**config.mk**
```make
export PLATFORM = sky130hd
export DESIGN_NAME = running_median_filter
export DESIGN_NICKNAME = d
export VERILOG_FILES = /design/src/rtl/rmf_pkg.sv /design/src/rtl/rmf_pe.sv /design/src/rtl/rmf_rank_sel.sv /design/src/rtl/running_median_filter.sv
export SDC_FILE = /design/constraint.sdc
export NUM_CORES = 2
export LEC_CHECK = 0
export BUFFER_PORTS_ARGS = -buffer_cell sky130_fd_sc_hd__buf_2
export CAP_MARGIN = 10
export CORE_MARGIN = 2
export CORE_UTILIZATION = 55
export DETAILED_ROUTE_END_ITERATION = 8
export GPL_TIMING_DRIVEN = 0
export PLACE_DENSITY_LB_ADDON = 0.05
export SYNTH_ARGS = -nofsm -noshare
export SYNTH_HDL_FRONTEND = slang
export SYNTH_SLANG_ARGS = --single-unit
```
**constraint.sdc**
```tcl
create_clock -name clk_i -period 6.07 [get_ports clk_i]
set_clock_uncertainty 0.05 [all_clocks]
set_input_delay 1.214 -clock clk_i [delete_from_list [all_inputs] [get_ports clk_i]]
set_output_delay 1.214 -clock clk_i [all_outputs]
set_load 0.005 [all_outputs]
```
**src/rtl/rmf_pkg.sv**
```systemverilog
package rmf_pkg;
  // Out-of-range rank requests fall back to the median position.
  function automatic int unsigned fix_rank(int unsigned r, int unsigned n);
    return (r < n) ? r : n / 2;
  endfunction
endpackage

```
**src/rtl/rmf_pe.sv**
```systemverilog
module rmf_pe #(
  parameter int DW = 8,
  parameter int AW = 6,
  parameter int LAST_AGE = 63
) (
  input  logic          clk_i,
  input  logic          rst_ni,
  input  logic          upd_i,
  input  logic          full_i,
  input  logic [DW-1:0] x_i,
  input  logic          past_i,
  input  logic [DW-1:0] lo_val_i,
  input  logic [AW-1:0] lo_age_i,
  input  logic          lo_up_i,
  input  logic          lo_occ_i,
  input  logic [DW-1:0] hi_val_i,
  input  logic [AW-1:0] hi_age_i,
  input  logic          hi_dn_i,
  output logic [DW-1:0] val_o,
  output logic [AW-1:0] age_o,
  output logic          occ_o,
  output logic          del_o,
  output logic          up_o,
  output logic          dn_o
);
  logic [DW-1:0] val_q;
  logic [AW-1:0] age_q;
  logic          occ_q;
  logic          live, below, hold;

  // compare cell
  assign del_o = full_i && occ_q && (age_q == AW'(LAST_AGE));
  assign live  = occ_q && !del_o;
  assign below = live && (val_q <= x_i);   // equal entries stay ahead of new sample
  assign up_o  = live && !below && !past_i;
  assign dn_o  = below && past_i;
  assign hold  = live && (below != past_i);

  // sort cell
  always_ff @(posedge clk_i or negedge rst_ni) begin
    if (!rst_ni) begin
      val_q <= '0;
      age_q <= '0;
      occ_q <= 1'b0;
    end else if (upd_i) begin
      occ_q <= occ_q | lo_occ_i;
      if (hi_dn_i) begin
        val_q <= hi_val_i;
        age_q <= hi_age_i + 1'b1;
      end else if (lo_up_i) begin
        val_q <= lo_val_i;
        age_q <= lo_age_i + 1'b1;
      end else if (hold) begin
        age_q <= age_q + 1'b1;
      end else if (occ_q || lo_occ_i) begin
        val_q <= x_i;
        age_q <= '0;
      end
    end
  end

  assign val_o = val_q;
  assign age_o = age_q;
  assign occ_o = occ_q;
endmodule

```
**src/rtl/rmf_rank_sel.sv**
```systemverilog
module rmf_rank_sel #(
  parameter int DW = 8,
  parameter int WIN = 64,
  localparam int AW = $clog2(WIN)
) (
  input  logic [WIN*DW-1:0] vals_i,
  input  logic [AW-1:0]     rank_i,
  output logic [DW-1:0]     data_o
);
  assign data_o = vals_i[rank_i*DW +: DW];
endmodule

```
**src/rtl/running_median_filter.sv**
```systemverilog
module running_median_filter
  import rmf_pkg::*;
#(
  parameter int DW = 8,
  parameter int WIN = 64,
  localparam int AW = $clog2(WIN),
  localparam int RW = AW + 1,
  localparam int CW = AW + 1
) (
  input  logic          clk_i,
  input  logic          rst_ni,
  input  logic          in_valid_i,
  input  logic [DW-1:0] in_data_i,
  input  logic [RW-1:0] rank_i,
  output logic          out_valid_o,
  output logic [DW-1:0] out_data_o
);
  logic [CW-1:0] cnt_q;
  logic          full;
  logic [AW-1:0] rank_q;
  logic          out_valid_q;

  logic [DW-1:0] val  [WIN];
  logic [AW-1:0] age  [WIN];
  logic          occ  [WIN];
  logic          del  [WIN];
  logic          up   [WIN];
  logic          dn   [WIN];
  logic          past [WIN];
  logic [WIN*DW-1:0] vals_flat;
  logic [WIN-1:0]    occ_vec;

  assign full = (cnt_q == CW'(WIN));

  for (genvar g = 0; g < WIN; g++) begin : g_pe
    logic [DW-1:0] lo_val, hi_val;
    logic [AW-1:0] lo_age, hi_age;
    logic          lo_up, lo_occ, hi_dn;

    if (g == 0) begin : g_first
      assign past[g] = 1'b0;
      assign lo_val  = '0;
      assign lo_age  = '0;
      assign lo_up   = 1'b0;
      assign lo_occ  = 1'b1;
    end else begin : g_mid
      assign past[g] = past[g-1] | del[g-1];
      assign lo_val  = val[g-1];
      assign lo_age  = age[g-1];
      assign lo_up   = up[g-1];
      assign lo_occ  = occ[g-1];
    end

    if (g == WIN - 1) begin : g_last
      assign hi_val = '0;
      assign hi_age = '0;
      assign hi_dn  = 1'b0;
    end else begin : g_notlast
      assign hi_val = val[g+1];
      assign hi_age = age[g+1];
      assign hi_dn  = dn[g+1];
    end

    rmf_pe #(.DW(DW), .AW(AW), .LAST_AGE(WIN - 1)) u_pe (
      .clk_i    (clk_i),
      .rst_ni   (rst_ni),
      .upd_i    (in_valid_i),
      .full_i   (full),
      .x_i      (in_data_i),
      .past_i   (past[g]),
      .lo_val_i (lo_val),
      .lo_age_i (lo_age),
      .lo_up_i  (lo_up),
      .lo_occ_i (lo_occ),
      .hi_val_i (hi_val),
      .hi_age_i (hi_age),
      .hi_dn_i  (hi_dn),
      .val_o    (val[g]),
      .age_o    (age[g]),
      .occ_o    (occ[g]),
      .del_o    (del[g]),
      .up_o     (up[g]),
      .dn_o     (dn[g])
    );

    assign vals_flat[g*DW +: DW] = val[g];
    assign occ_vec[g]            = occ[g];
  end

  always_ff @(posedge clk_i or negedge rst_ni) begin
    if (!rst_ni) begin
      cnt_q       <= '0;
      rank_q      <= '0;
      out_valid_q <= 1'b0;
    end else begin
      out_valid_q <= in_valid_i && (cnt_q >= CW'(WIN - 1));
      if (in_valid_i) begin
        rank_q <= AW'(fix_rank(32'(rank_i), WIN));
        if (!full) cnt_q <= cnt_q + 1'b1;
      end
    end
  end

  rmf_rank_sel #(.DW(DW), .WIN(WIN)) u_sel (
    .vals_i (vals_flat),
    .rank_i (rank_q),
    .data_o (out_data_o)
  );

  assign out_valid_o = out_valid_q;
endmodule

```
==> flow_metrics.tcl <==
set metrics [dict create \
    status "finished with violations" \
    violations "setup timing" \
    core_um2 143500 \
    htreeDepth 3 \
    vias 81370 \
    yosys_warnings 0 \
    pwr-share-clk_pct 23.7 \
    peakVddDrop_mv 0.3382 \
    hp-class "in2async" \
    drcViolationCount 0 \
    final_cell_area_um2 88110 \
    r2r_cells 18 \
    ys_seq_area_share_pct 30.67 \
    cp_max_fo 10 \
    setup_tns_ns -0.08563 \
    routabilityCongestion 1.035 \
    setup_slack_ns -0.02323 \
    place_area_um2 83430 \
    ios 27 \
    final.min_clock_period_ns 6.093 \
    postRouteAntennaNets 0 \
    grt_pass1_wl_mm 526.3 \
    cp.arrival_ns 4.83 \
    power_density_nw_per_um2 361.8 \
    cts_tree "yes" \
    die_x_um 384.1 \
    die_area_um2 147600 \
    leakage_nw 39.60 \
    ys_types 105 \
    synth_ff_type "dfrtp_1" \
    finalMaxSlewViolations 0 \
    cts.clk_slew.worst_paths_ns 0.06 \
    grt_start_max_net_pins 161 \
    ys_ff_latch 974 \
    post_route_cells_drive_above_1_share_pct 10.41 \
    area_growth_pct 10.87 \
    cts-buffers-inserted 120 \
    synth_top_family_by_area "compound AO/OA/AOI/OAI gates" \
    place.port_buffers 18 \
    routedWlPerCell_um 32.21 \
    dp_hpwl_mm 269.0 \
    seqPwrFrac_pct 33.3 \
    fillers 12530 \
    synth_compound_area_share_pct 24.36 \
    syn-cell-area_um2 79480 \
    slew_headroom_pct 10.99 \
    grt_overflow 0 \
    p_int_w 0.01789 \
    startpoint_type "register" \
    power_frac_comb_pct 43.0 \
    grt_antenna_before_repair 62 \
    yosys.area_share.simple_pct 16.16 \
    place_ws_ns -2.148 \
    clockRootBuffer "clkbuf_16" \
    ys_async_sr_fraction_pct 100.0 \
    fmax_mhz 164.1 \
    total_power_w 0.03188 \
    synth_adder_area_share_pct 10.09 \
    rsz0062_at_grt "false" \
    die_y_um 384.1 \
    clk_path_buf_depth 3 \
    finalCritPeriodShare_pct 100.4 \
    p_sw_share_pct 43.89 \
    crit_type "reg2out" \
    multi_input_area_um2 51990 \
    tightestPinTransition_ns 1.335 \
    initial_core_util_pct 55.39 \
    syn_inst 9058 \
    syn_area_per_cell_um2 8.774 \
    setup-violations-final 4 \
    synthMuxAreaShare_pct 11.60 \
    cts.sinks 974 \
    syn_nets 9717 \
    p_sw_w 0.01399 \
    end_kind "primary output" \
    cp_data_required_time_ns 4.81 \
    holdBufCountCts 0 \
    drtPass1Iterations 8 \
    synth_edf_count 0 \
    synth_xor_area_share_pct 2.876 \
    viasPerCell 7.173 \
    finalHoldViolCount 0 \
    rows 139 \
    drt-initial-drc-count 10950 \
    final_util_pct 61.41 \
    grt_usage_pct 48.50 \
    clock_latency_ns 0.79 \
    nNetsFinal 9929 \
    first_global_vias 75520 \
    postRouteWirelength_mm 365.4 \
    max_cap_violations 0 \
    layout.area.seq_um2 24370 \
]
[synthesized netlist by cell type (35+ instances only)]
| cell type | instances | area share, % |
|---|---|---|
| a211o_1 | 58 | 0.64 |
| a211oi_1 | 74 | 0.70 |
| a21o_1 | 200 | 1.9 |
| a21oi_1 | 919 | 5.8 |
| a22o_1 | 123 | 1.4 |
| a31oi_1 | 145 | 1.1 |
| and2_1 | 54 | 0.43 |
| and3_1 | 367 | 2.9 |
| buf_1 | 64 | 0.30 |
| buf_2 | 72 | 0.45 |
| clkbuf_1 | 452 | 2.1 |
| dfrtp_1 | 974 | 31 |
| ha_1 | 641 | 10 |
| inv_1 | 255 | 1.2 |
| mux2_2 | 208 | 2.9 |
| mux2i_1 | 308 | 3.9 |
| mux4_2 | 168 | 4.8 |
| nand2_1 | 610 | 2.9 |
| nand2b_1 | 46 | 0.36 |
| nand3_1 | 425 | 2.7 |
| nand4_1 | 102 | 0.80 |
| nor2_1 | 472 | 2.2 |
| nor2b_1 | 165 | 1.3 |
| nor3_1 | 109 | 0.69 |
| nor3b_1 | 36 | 0.34 |
| o211ai_1 | 121 | 1.1 |
| o21a_1 | 100 | 0.94 |
| o21ai_0 | 823 | 5.2 |
| o22ai_1 | 53 | 0.42 |
| o31a_1 | 46 | 0.51 |
| o31ai_1 | 133 | 1.3 |
| or3_1 | 35 | 0.28 |
| xnor2_1 | 127 | 1.4 |
| xor2_1 | 134 | 1.5 |
[logic make-up (layout without fill, tap and decap cells)]
group | count (synthesis) | in the layout
xor gates and xnor gates | 261 | 261
other | 0 | 79
muxes | 685 | 685
DFF | 974 | 974
AOI/OAI and AO/OA | 3084 | 3084
adders and majority gates | 641 | 641
buffers and inverters | 864 | 1168
and+or+nand+nor | 2549 | 2549
[metal layers]
layer  wire (µm)  global-route usage, %  vias to the layer above
met5         235                      0                        -
met4       32350                  36.46                       36
met3       50230                  18.09                     1435
met2      147800                  67.13                     5762
met1      134800                  61.20                    39540
li1            -                      -                    34600
[per-stage QoR]
stage / instances / hold slack (ns)
floorplan: 9058 / 0.4160
global placement: 10980 / 0.4352
detailed placement: 11040 / 0.4441
CTS: 11260 / 0.4290
global route: 11270 / 0.4383
finish: 11340 / 0.3258
[repair_timing]
| item | in CTS | in global routing |
|---|---|---|
| buffers inserted | 7 | 5 |
| gates resized for setup | 56 | 44 |
| pin swaps | 5 | 2 |
| endpoints found under the setup margin | 795 | 301 |
| hold endpoints to repair | 0 | 0 |
| cloned | 0 | 1 |
[cell type report]
type                            count  share of cell area (%)
Clock inverter                     39                  0.5808
Sequential cell                   974                   27.66
Inverter                          269                   1.174
Timing Repair Buffer               94                   1.755
Buffer                            591                   2.961
Tap cell                         1903                   2.702
Antenna cell                       79                  0.2244
Clock buffer                      175                   3.939
Multi-Input combinational cell   7220                   59.00
[worst paths after layout]
| check | startpoint | endpoint | slack [ns] |
|---|---|---|---|
| worst max-delay path | rank_q[1] | out_data_o[0] | -0.02 |
| worst min-delay path | rst_ni | g_pe[23].u_pe.occ_o | 0.33 |
| worst max register to register | g_pe[39].u_pe.age_o[0] | g_pe[42].u_pe.val_o[1] | -0.02 |
| worst min register to register | g_pe[29].u_pe.val_o[0] | g_pe[29].u_pe.val_o[0] | 0.46 |
| max in group asynchronous | rst_ni | g_pe[1].u_pe.age_o[1] | 3.46 |
| min in group clk_i | g_pe[29].u_pe.val_o[0] | g_pe[29].u_pe.val_o[0] | 0.46 |
[worst max-delay path, cell delays in order, from the launching register on]
cell	delay, ns
dfrtp_1	0.57
clkdlybuf4s15_1	0.78
clkbuf_1	0.82
mux4_2	0.48
mux4_2	0.62
mux4_2	0.60
buf_2	0.17
[registers in the layout, summed over array words and instances (netlist names)]
name / count
g_pe.u_pe.val_o: 512
out_valid_o: 1
cnt_q: 7
g_pe.u_pe.occ_o: 64
rank_q: 6
g_pe.u_pe.age_o: 384
[power groups by stage]
stage | Combinational [W] | Clock (W) | Sequential (W)
2_1_floorplan | 0.00937 | 0 | 0.00946
3_3_place_gp | 0.0127 | 0 | 0.0105
3_5_place_dp | 0.0131 | 0 | 0.0105
4_1_cts | 0.0132 | 0.00755 | 0.0104
5_1_grt | 0.0149 | 0.00779 | 0.0107
6_report | 0.0137 | 0.00756 | 0.0106
[cells in the final DEF, fill, tap and decap left out, drive strengths merged, types with 146 or more instances in the layout]
| master | synthesis | routed |
|---|---|---|
| nand3 | 426 | 426 |
| buf | 143 | 225 |
| ha | 641 | 641 |
| dfrtp | 974 | 974 |
| a21o | 200 | 200 |
| o21ai | 839 | 839 |
| mux2 | 209 | 209 |
| mux4 | 168 | 168 |
| a21oi | 922 | 922 |
| clkbuf | 452 | 628 |
| mux2i | 308 | 308 |
| nor2 | 473 | 473 |
| nor2b | 165 | 165 |
| nand2 | 610 | 610 |
| inv | 258 | 263 |
| a31oi | 146 | 146 |
| and3 | 368 | 368 |
Power figures use the tool's default switching activity.
